File: src/rtl/fll_ctl_pkg.sv
package fll_ctl_pkg;

   typedef enum logic [1:0] {
      STEP_HOLD = 2'd0,
      STEP_UP   = 2'd1,
      STEP_DOWN = 2'd2
   } step_e;

   // Number of reference edges per measurement period; reserved codes give 16.
   function automatic logic [4:0] ref_div_ratio(input logic [2:0] code);
      case (code)
         3'd0:    return 5'd1;
         3'd1:    return 5'd2;
         3'd2:    return 5'd4;
         3'd3:    return 5'd8;
         3'd4:    return 5'd12;
         default: return 5'd16;
      endcase
   endfunction

   // Post-divide expressed as a shift; reserved codes clamp to 32.
   function automatic logic [2:0] post_div_shift(input logic [2:0] code);
      return (code > 3'd5) ? 3'd5 : code;
   endfunction

endpackage

File: src/rtl/fll_ref_front.sv
module fll_ref_front
   import fll_ctl_pkg::*;
#(
   parameter int SYNC_STAGES = 2
) (
   input  logic       clk,
   input  logic       rst_n,
   input  logic       loop_en,
   input  logic [2:0] ref_sel,
   input  logic [2:0] ref_div_code,
   input  logic       ref_xtal_lo,
   input  logic       ref_int,
   input  logic       ref_xtal_hi,
   output logic       per_tick
);

   logic                   ref_mux;
   logic [SYNC_STAGES-1:0] sync_q;
   logic                   edge_prev;
   logic                   ref_edge;
   logic [4:0]             rdiv_cnt;
   logic [4:0]             ratio;

   always_comb begin
      case (ref_sel)
         3'b000:  ref_mux = ref_xtal_lo;
         3'b101:  ref_mux = ref_xtal_hi;
         default: ref_mux = ref_int;
      endcase
   end

   assign ratio    = ref_div_ratio(ref_div_code);
   assign ref_edge = sync_q[SYNC_STAGES-1] & ~edge_prev;

   always_ff @(posedge clk) begin
      if (!rst_n) begin
         sync_q    <= '0;
         edge_prev <= 1'b0;
      end else begin
         sync_q    <= {sync_q[SYNC_STAGES-2:0], ref_mux};
         edge_prev <= sync_q[SYNC_STAGES-1];
      end
   end

   always_ff @(posedge clk) begin
      if (!rst_n || !loop_en) begin
         rdiv_cnt <= '0;
         per_tick <= 1'b0;
      end else if (ref_edge) begin
         if (rdiv_cnt >= ratio - 5'd1) begin
            rdiv_cnt <= '0;
            per_tick <= 1'b1;
         end else begin
            rdiv_cnt <= rdiv_cnt + 5'd1;
            per_tick <= 1'b0;
         end
      end else begin
         per_tick <= 1'b0;
      end
   end

   // a divided tick is a single-cycle pulse
   p_tick_pulse_r3: assert property (@(posedge clk) disable iff (!rst_n)
      per_tick |=> !per_tick);

   // no tick while the loop is disabled
   p_no_tick_off_r10: assert property (@(posedge clk) disable iff (!rst_n)
      !loop_en |=> !per_tick);

endmodule

File: src/rtl/fll_period_meter.sv
module fll_period_meter
   import fll_ctl_pkg::*;
#(
   parameter int MULT_W = 10,
   parameter int CNT_W  = 16
) (
   input  logic              clk,
   input  logic              rst_n,
   input  logic              loop_en,
   input  logic              per_tick,
   input  logic [MULT_W-1:0] mult,
   input  logic [2:0]        post_div_code,
   output step_e             step,
   output logic              step_vld
);

   logic [CNT_W-1:0] cyc_cnt;
   logic [CNT_W-1:0] n_eff;
   logic [CNT_W-1:0] target;
   logic             primed;

   assign n_eff  = (mult == '0) ? CNT_W'(1) : CNT_W'(mult);
   assign target = n_eff << post_div_shift(post_div_code);

   always_ff @(posedge clk) begin
      if (!rst_n || !loop_en) begin
         cyc_cnt  <= '0;
         primed   <= 1'b0;
         step_vld <= 1'b0;
         step     <= STEP_HOLD;
      end else if (per_tick) begin
         cyc_cnt  <= CNT_W'(1);
         primed   <= 1'b1;
         step_vld <= primed;
         if (cyc_cnt < target)      step <= STEP_UP;
         else if (cyc_cnt > target) step <= STEP_DOWN;
         else                       step <= STEP_HOLD;
      end else begin
         step_vld <= 1'b0;
         if (cyc_cnt != '1) cyc_cnt <= cyc_cnt + CNT_W'(1);
      end
   end

   // a decision follows a divided tick
   p_step_after_tick_r6: assert property (@(posedge clk) disable iff (!rst_n)
      step_vld |-> $past(per_tick));

   // the first tick after enable only primes
   p_prime_first_r10: assert property (@(posedge clk) disable iff (!rst_n)
      (per_tick && !primed) |=> !step_vld);

endmodule

File: src/rtl/fll_tap_ctrl.sv
module fll_tap_ctrl
   import fll_ctl_pkg::*;
#(
   parameter int TAP_W = 5,
   parameter int MOD_W = 5
) (
   input  logic             clk,
   input  logic             rst_n,
   input  logic             loop_en,
   input  logic             mod_dis,
   input  step_e            step,
   input  logic             step_vld,
   output logic [TAP_W-1:0] tap,
   output logic [MOD_W-1:0] mod,
   output logic             limit
);

   localparam int PW = TAP_W + MOD_W;
   localparam logic [PW-1:0] PAIR_RST = {1'b1, {(PW-1){1'b0}}};

   logic [PW-1:0] pair_q, pair_d;
   logic [PW:0]   pair_ext;

   assign tap      = pair_q[PW-1 -: TAP_W];
   assign mod      = pair_q[MOD_W-1:0];
   assign limit    = (tap == '0) || (tap == '1);
   assign pair_ext = {1'b0, pair_q};

   always_comb begin
      pair_d = pair_q;
      if (loop_en && step_vld) begin
         case (step)
            STEP_UP: begin
               if (mod_dis) begin
                  if (tap != '1) pair_d = {tap + TAP_W'(1), mod};
               end else if (pair_q != '1) begin
                  pair_d = pair_q + PW'(1);
               end
            end
            STEP_DOWN: begin
               if (mod_dis) begin
                  if (tap != '0) pair_d = {tap - TAP_W'(1), mod};
               end else if (pair_q != '0) begin
                  pair_d = pair_q - PW'(1);
               end
            end
            default: pair_d = pair_q;
         endcase
      end
   end

   always_ff @(posedge clk) begin
      if (!rst_n) pair_q <= PAIR_RST;
      else        pair_q <= pair_d;
   end

   // with modulation active the word moves by at most one LSB
   p_step_one_r6: assert property (@(posedge clk) disable iff (!rst_n)
      !mod_dis |=> (pair_ext == $past(pair_ext) ||
                    pair_ext == $past(pair_ext) + 1'b1 ||
                    pair_ext == $past(pair_ext) - 1'b1));

   // saturation at the top
   p_sat_hi_r7: assert property (@(posedge clk) disable iff (!rst_n)
      (pair_q == '1 && loop_en && step_vld && step == STEP_UP) |=> pair_q == '1);

   // saturation at the bottom
   p_sat_lo_r7: assert property (@(posedge clk) disable iff (!rst_n)
      (pair_q == '0 && loop_en && step_vld && step == STEP_DOWN) |=> pair_q == '0);

   // modulation frozen while disabled
   p_mod_freeze_r8: assert property (@(posedge clk) disable iff (!rst_n)
      mod_dis |=> $stable(mod));

   // the flag only rises when the tap moves
   p_limit_rise_r9: assert property (@(posedge clk) disable iff (!rst_n)
      $rose(limit) |-> !$stable(tap));

   // the word holds while the loop is off
   p_hold_off_r10: assert property (@(posedge clk) disable iff (!rst_n)
      !loop_en |=> $stable(pair_q));

endmodule

File: src/rtl/fll_post_div.sv
module fll_post_div
   import fll_ctl_pkg::*;
(
   input  logic       clk,
   input  logic       rst_n,
   input  logic [2:0] post_div_code,
   output logic       stb
);

   logic [5:0] cnt_q;
   logic [5:0] lim;

   assign lim = (6'd1 << post_div_shift(post_div_code)) - 6'd1;
   assign stb = (cnt_q >= lim);

   always_ff @(posedge clk) begin
      if (!rst_n)   cnt_q <= '0;
      else if (stb) cnt_q <= '0;
      else          cnt_q <= cnt_q + 6'd1;
   end

   // divide-by-one strobes every cycle
   p_stb_div1_r4: assert property (@(posedge clk) disable iff (!rst_n)
      (post_div_code == 3'd0) |-> stb);

   // after a strobe the count restarts
   p_stb_restart_r4: assert property (@(posedge clk) disable iff (!rst_n)
      (stb && post_div_code != 3'd0) |=> (cnt_q == 6'd0));

endmodule

File: src/rtl/fll_ctl.sv
module fll_ctl
   import fll_ctl_pkg::*;
#(
   parameter int TAP_W       = 5,
   parameter int MOD_W       = 5,
   parameter int MULT_W      = 10,
   parameter int SYNC_STAGES = 2
) (
   input  logic              clk,
   input  logic              rst_n,
   input  logic              loop_en,
   input  logic              mod_dis,
   input  logic [2:0]        ref_sel,
   input  logic [2:0]        ref_div_code,
   input  logic [2:0]        post_div_code,
   input  logic [MULT_W-1:0] mult,
   input  logic              ref_xtal_lo,
   input  logic              ref_int,
   input  logic              ref_xtal_hi,
   output logic [TAP_W-1:0]  tap,
   output logic [MOD_W-1:0]  mod,
   output logic              limit,
   output logic              osc_div_stb
);

   localparam int CNT_W = MULT_W + 6;

   if (TAP_W < 2) begin : g_chk_tap
      $error("TAP_W must be at least 2");
   end
   if (MOD_W < 1) begin : g_chk_mod
      $error("MOD_W must be at least 1");
   end
   if (MULT_W < 1) begin : g_chk_mult
      $error("MULT_W must be at least 1");
   end
   if (SYNC_STAGES < 2) begin : g_chk_sync
      $error("SYNC_STAGES must be at least 2");
   end

   logic  per_tick;
   step_e step;
   logic  step_vld;

   fll_ref_front #(.SYNC_STAGES(SYNC_STAGES)) u_front (
      .clk          (clk),
      .rst_n        (rst_n),
      .loop_en      (loop_en),
      .ref_sel      (ref_sel),
      .ref_div_code (ref_div_code),
      .ref_xtal_lo  (ref_xtal_lo),
      .ref_int      (ref_int),
      .ref_xtal_hi  (ref_xtal_hi),
      .per_tick     (per_tick)
   );

   fll_period_meter #(.MULT_W(MULT_W), .CNT_W(CNT_W)) u_meter (
      .clk           (clk),
      .rst_n         (rst_n),
      .loop_en       (loop_en),
      .per_tick      (per_tick),
      .mult          (mult),
      .post_div_code (post_div_code),
      .step          (step),
      .step_vld      (step_vld)
   );

   fll_tap_ctrl #(.TAP_W(TAP_W), .MOD_W(MOD_W)) u_tap (
      .clk      (clk),
      .rst_n    (rst_n),
      .loop_en  (loop_en),
      .mod_dis  (mod_dis),
      .step     (step),
      .step_vld (step_vld),
      .tap      (tap),
      .mod      (mod),
      .limit    (limit)
   );

   fll_post_div u_pdiv (
      .clk           (clk),
      .rst_n         (rst_n),
      .post_div_code (post_div_code),
      .stb           (osc_div_stb)
   );

endmodule

File: config.mk
export PLATFORM = sky130hd
export DESIGN_NAME = fll_ctl
export DESIGN_NICKNAME = d
export VERILOG_FILES = /design/src/rtl/fll_ctl_pkg.sv /design/src/rtl/fll_ref_front.sv /design/src/rtl/fll_period_meter.sv /design/src/rtl/fll_tap_ctrl.sv /design/src/rtl/fll_post_div.sv /design/src/rtl/fll_ctl.sv
export SDC_FILE = /design/constraint.sdc
export NUM_CORES = 1
export LEC_CHECK = 0
export BUFFER_PORTS_ARGS = -buffer_cell sky130_fd_sc_hd__clkbuf_2
export CAP_MARGIN = 20
export CORE_ASPECT_RATIO = 0.8
export CORE_MARGIN = 2
export CORE_UTILIZATION = 45
export CTS_BUF_LIST = sky130_fd_sc_hd__clkbuf_4
export CTS_CLUSTER_DIAMETER = 120
export DETAILED_ROUTE_END_ITERATION = 6
export SLEW_MARGIN = 20
export SYNTH_ARGS = -nofsm -noshare
export SYNTH_HDL_FRONTEND = slang
export SYNTH_SLANG_ARGS = --single-unit
File: constraint.sdc
create_clock -name clk -period 5.6 [get_ports clk]
set_input_delay 0.84 -clock clk [delete_from_list [all_inputs] [get_ports clk]]
set_output_delay 0.84 -clock clk [all_outputs]
set_load 0.02 [all_outputs]
* Word level (Yosys, flattened, before mapping)
Index checks and enable logic that the tools add are counted.
** Storage, ports and cells
- Bits in writable memories :: 0
- Register bits :: 45
- Memories kept :: 0
- Latch bits :: 0
- Logic and storage cells :: 88
- Bits in read-only memories :: 0
- Input bits :: 26
- Output and inout port bits :: 12
** Cells by class
- Divide/modulo/power cells :: 0
- Equal/unequal tests :: 19
- Magnitude comparators :: 5
- Reduce and logical (&&, ||, !) cells :: 19
- Bitwise operators :: 5
- Add/sub/neg operators :: 9
- Shift-type cells :: 2
- Multiply operators :: 0
- Multiplexer cells :: 17
** Operators by type and width (count)
- 10-bit 2-to-1 mux :: 7
- 5-bit one-hot mux with 5 select lines :: 1
- 10-bit one-hot mux with 2 select lines :: 1
- 16-bit by 1-bit adder with 16-bit output (second input constant) :: 1
- 16-bit > comparator :: 1
- 16-bit < comparator :: 1
- 16-bit != test (second input constant) :: 1
- 16-bit by 3-bit << shifter with 16-bit output :: 1
- 3-bit by 2-bit != test with 1-bit output (second input constant) :: 4
- 6-bit AND reduction :: 2
- 10-bit by 1-bit adder with 10-bit output (second input constant) :: 1
- 5-bit by 1-bit adder with 5-bit output (second input constant) :: 2
- 10-bit zero test :: 1
- 10-bit != test (second input constant) :: 1
- 10-bit nonzero test :: 1
- 10-bit by 1-bit subtractor with 10-bit output (second input constant) :: 1
- 5-bit by 1-bit subtractor with 5-bit output (second input constant) :: 2
- 2-bit OR reduction :: 4
- 6-bit by 1-bit adder with 6-bit output (second input constant) :: 1
- 3-bit by 2-bit == test with 1-bit output (second input constant) :: 2
- 3-bit == test (second input constant) :: 2
- 6-bit greater-or-equal comparator :: 1
- 3-bit zero test :: 2
- 1-bit by 3-bit << shifter with 6-bit output (first input constant) :: 1
- 23 further kinds :: 34

* Logic depth before layout (Yosys ltp)
- Depth after elaboration :: 6
- Gate-level depth with buffers :: 11
- Mapped depth without buffers :: 11

* By module
Synthesis repeated with hierarchy kept, for this count alone.
** Unflattened totals
- Cell total of the unflattened synthesis :: 444
- Area, all modules :: 3604.7 sq um
** Modules (own cells, without submodules)
- fll_period_meter :: instances 1, seq. area each 400.4 sq um, cells each 210, area an instance 1650.3 sq um
- fll_tap_ctrl :: instances 1, seq. area each 200.2 sq um, cells each 121, area an instance 948.4 sq um
- fll_ref_front :: instances 1, seq. area each 180.2 sq um, cells each 66, area an instance 575.6 sq um
- fll_post_div :: instances 1, seq. area each 120.1 sq um, cells each 47, area an instance 430.4 sq um

* Worst setup path before layout
OpenSTA, ideal clock, no wires.
- Path type :: input -> output
- From :: in post_div_code[1]
- To :: out osc_div_stb
- Required time :: 4.760 ns
- Slack :: 1.869 ns
- Stages on the path :: 10
- Arrival :: 2.891 ns
- Path buffers :: 2
- Cell sequence :: buf_1 > buf_1 > nor2_1 > nand2_1 > ha_1 > ha_1 > a21o_1 > a21oi_1 > o21ai_0 > a21o_1
** Between the ends
- Longest elaborated chain between the ends :: 5
** RTL lines
- start, declared :: line fll_ctl.sv:15 : input logic [2:0] post_div_code,
- 3-bit > comparator :: line fll_ctl_pkg.sv:23 : return (code > 3'd5) ? 3'd5 : code;
- 3-bit 2-to-1 mux * :: line fll_ctl_pkg.sv:23
- 1-bit by 3-bit << shifter with 6-bit output * :: line fll_post_div.sv:13 : assign lim = (6'd1 << post_div_shift(post_div_code)) - 6'd1;
- 6-bit by 1-bit subtractor with 6-bit output * :: line fll_post_div.sv:13
- 6-bit greater-or-equal comparator * :: line fll_post_div.sv:14 : assign stb = (cnt_q >= lim);
- end, declared :: line fll_ctl.sv:23 : output logic osc_div_stb
Every way passes the cells marked *; elsewhere a longest branch is shown, timed or not.

* Final worst setup path
Same ends and word-level chain as after synthesis.

==> flow_summary_export.csv <==
group,metric,value,unit
pwr,vdd_drop_max,0.000103,V
grt,grt_pass1_vias,2857,
final_layout,seq_area,901,µm²
synthesis,yosysSeqAreaShare,0.251,
synthesis,avgSynthCellArea,8.17,µm²
floorplanning,core,7840,µm²
grt,grtUsageTotal,0.185,
synthesis,synthDistinctLibCells,63,
detailed_routing,wire_per_inst,14.0,µm
sta,timing.final.crit_share,0.728,
worst_setup_path,arrival,3.23,ns
cts,cts_tree,"yes",
grt,grt_overflow_total,0,
final_layout,fillers,793,
sta,hold_violations,0,
place,postPlaceCellArea,3800,µm²
sta,worst_slew_pin_slew,0.680,ns
worst_hold_path,hold_start,"u_meter.primed$_SDFFE_PP0P_",
cts,clk-insertion-delay-late,0.36,ns
synthesis,synth-warning-count,0,
cts,cts_htree_levels,2,
sta,slew_violations,0,
worst_setup_path,crit_type,"input pin to output pin",
cts,cts_inserted_buffers,5,
cts,cts_hold_buf,0,
final_layout,synthToLayoutAreaGrowth,8.09,%
floorplanning,fp.dieArea,8710,µm²
synthesis,postSynthCellCount,439,
detailed_routing,routed_wl,8.04,mm
worst_hold_path,holdPathEnd,"u_meter.step_vld$_SDFF_PP0_",
worst_hold_path,hold_class,"flip-flop to flip-flop",
worst_hold_path,hold_depth,2,
worst_setup_path,endpoint_kind,"output pin",
cts,clock-sinks,45,
detailed_routing,drt_iter0_drc,185,
place,place_hpwl,6.13,mm
sta,min_period,4.07,ns
sta,fin_setup_tns,0,ns
final_layout,multiInputGateArea,2500,µm²
cts,clk_pin_slew,0.14,ns
outcome,status,"complete, no violations",
sta,setup_viol,0,
flow_run,maxCapViolCount,0,
pwr,power_density,163,nW/µm²
grt,antenna_found_initial,0,
grt,grt_max_degree,23,
synthesis,ys_ff_latch,45,
sta,fin_ws,1.53,ns
final_layout,final_nets,532,
sta,grt_setup_unrepaired,"no",
place,gp_congestion,0.800,
sta,finClkSkew,0.00996,ns
final_layout,drive_gt1_frac,0.137,
synthesis,syn_area,3590,µm²
sta,fmax,245,MHz
floorplanning,io_pins,38,
detailed_routing,first_pass_iters,5,
place,portBuffers,37,
worst_setup_path,worstReg2RegEnd,"u_tap.pair_q[6]$_SDFFE_PN0P_",
floorplanning,rows,29,
detailed_routing,vias,3260,
floorplanning,die_h,83.9,µm
synthesis,synth_ff_type,"dfxtp_1",
pwr,power.leakage,0.00155,µW
worst_setup_path,critPathMaxFanout,22,
grt,grt_pass1_wl,13.5,mm
final_layout,final_area,3880,µm²
detailed_routing,drc,0,
worst_setup_path,start_kind,"input pin",
cts,post_cts_buffers,0,
cts,clock_tree.buffer_depth,2,
cts,ctsResizeCount,0,
sta,relSlewSlack,0.542,
place,post-place-ws,1.60,ns
detailed_routing,viasPerCell,5.67,
worst_setup_path,rrSetupSlack,3.18,ns
synthesis,async_flop_share,0,
detailed_routing,antenna_left,0,
cts,root_buffer,"clkbuf_4",
synthesis,synth_edf_count,0,
worst_setup_path,reg2reg_depth,6,
worst_setup_path,crit_required,4.76,ns
floorplanning,die_x,104,µm
worst_setup_path,r2r-start,"u_meter.step[1]$_SDFFE_PP0P_",
final_layout,antennaDiodeCount,0,
floorplanning,start_util,0.458,
-- registers in the layout, indices dropped and copies added (netlist names) --
signal and count:
u_front.rdiv_cnt 5, u_front.per_tick 1, u_pdiv.cnt_q 6, u_meter.step_vld 1
u_meter.step 2, u_meter.cyc_cnt 16, u_tap.pair_q 10, u_front.sync_q 2
u_front.edge_prev 1, u_meter.primed 1
-- worst max path at each step --
| stage | slack [ns] | from | endpoint |
|---|---|---|---|
| detailed placement | 1.60 | post_div_code[1] | osc_div_stb |
| CTS | 1.58 | post_div_code[1] | osc_div_stb |
| global placement | 1.62 | post_div_code[1] | osc_div_stb |
| floorplan | 1.87 | post_div_code[1] | osc_div_stb |
| finish | 1.53 | post_div_code[1] | osc_div_stb |
| global route | 1.37 | post_div_code[1] | osc_div_stb |
-- layer usage --
| metal | global-route usage | routed length [µm] |
|---|---|---|
| met5 | 0 | 0 |
| met4 | 0.0393 | 57 |
| met3 | 0.0289 | 359 |
| met2 | 0.277 | 3310 |
| met1 | 0.280 | 4310 |
-- worst max-delay path: stages --
cell and delay (ns):
clkbuf_2 0.27, or3_1 0.43, ha_1 0.30, ha_1 0.28, a21o_1 0.10, a21oi_1 0.07, o21ai_0 0.56, a21o_1 0.21
clkbuf_2 0.16
-- area by class of cell --
class / instances / share of cell area
clock buffers: 5 / 0.00968
clock inverters: 3 / 0.0106
inverters: 21 / 0.0203
multi-input cells: 356 / 0.644
flip-flops and latches: 45 / 0.232
well taps: 108 / 0.0349
repair buffers: 37 / 0.0478
-- metrics by stage --
| stage | std cells | hold slack (ns) | utilization | total power [µW] |
|---|---|---|---|---|
| 6_report | 575 | 0.445 | 0.495 | 634 |
| 5_1_grt | 575 | 0.483 | 0.495 | 667 |
| 4_1_cts | 575 | 0.447 | 0.495 | 640 |
| 3_5_place_dp | 567 | 0.419 | 0.485 | 434 |
| 3_3_place_gp | 567 | 0.424 | 0.485 | 432 |
| 2_1_floorplan | 440 | 0.408 | - | 404 |
-- power breakdown --
part / total (µW) / internal (µW) / switching [µW] / leakage (µW)
Clock: 206 / 92.6 / 114 / 0.0000389
Sequential: 330 / 325 / 5.09 / 0.000364
Combinational: 97.6 / 39.8 / 57.8 / 0.00115
-- synth_stat cells (4+ instances only) --
| cell | instances | share of area |
|---|---|---|
| mux2i_1 | 19 | 0.053 |
| nand3_1 | 20 | 0.028 |
| dfxtp_1 | 45 | 0.25 |
| o31ai_1 | 5 | 0.010 |
| and3_1 | 5 | 0.0087 |
| inv_1 | 21 | 0.022 |
| nand2_1 | 34 | 0.036 |
| a21o_1 | 4 | 0.0084 |
| a211oi_1 | 4 | 0.0084 |
| nand2b_1 | 6 | 0.010 |
| nor3_1 | 17 | 0.024 |
| xor2_1 | 9 | 0.022 |
| a21oi_1 | 33 | 0.046 |
| a31oi_1 | 9 | 0.016 |
| clkbuf_1 | 8 | 0.0084 |
| xnor2_1 | 11 | 0.027 |
| nor2_1 | 41 | 0.043 |
| nor2b_1 | 7 | 0.012 |
| ha_1 | 40 | 0.14 |
| or3_1 | 4 | 0.0070 |
| nor4_1 | 5 | 0.0087 |
| nand4_1 | 7 | 0.012 |
| o21ai_0 | 14 | 0.020 |
| a2111oi_0 | 6 | 0.015 |
-- cell usage in the layout (no fill, tap or decap), types with 5 or more instances in the layout --
cell,Yosys,final
o31ai_1,5,5
nor3_1,17,17
nand3_1,20,20
nand2_1,34,34
mux2i_1,19,19
dfxtp_1,45,45
and3_1,5,5
ha_1,40,40
xnor2_1,11,11
inv_1,21,21
nand4_1,7,7
nor2_1,41,41
a31oi_1,9,9
nand2b_1,6,6
xor2_1,9,9
a2111oi_0,6,6
nor4_1,5,5
a21oi_1,33,33
nor2b_1,7,7
clkbuf_2,0,37
o21ai_0,14,14
clkbuf_4,0,5
-- cell families (layout without fill, tap and decap cells) --
group / after synthesis / after routing / share of synthesized area
AO/OA/AOI/OAI: 103 / 103 / 0.200
XOR/XNOR: 20 / 20 / 0.0488
adder cells (fa/ha/maj): 40 / 40 / 0.140
buffers and inverters: 39 / 66 / 0.0534
flip-flops: 45 / 45 / 0.251
multiplexers: 22 / 22 / 0.0624
other: 1 / 2 / 0.00105
AND/OR/NAND/NOR: 169 / 169 / 0.243
Note: power is estimated with default switching activity, not from simulation.
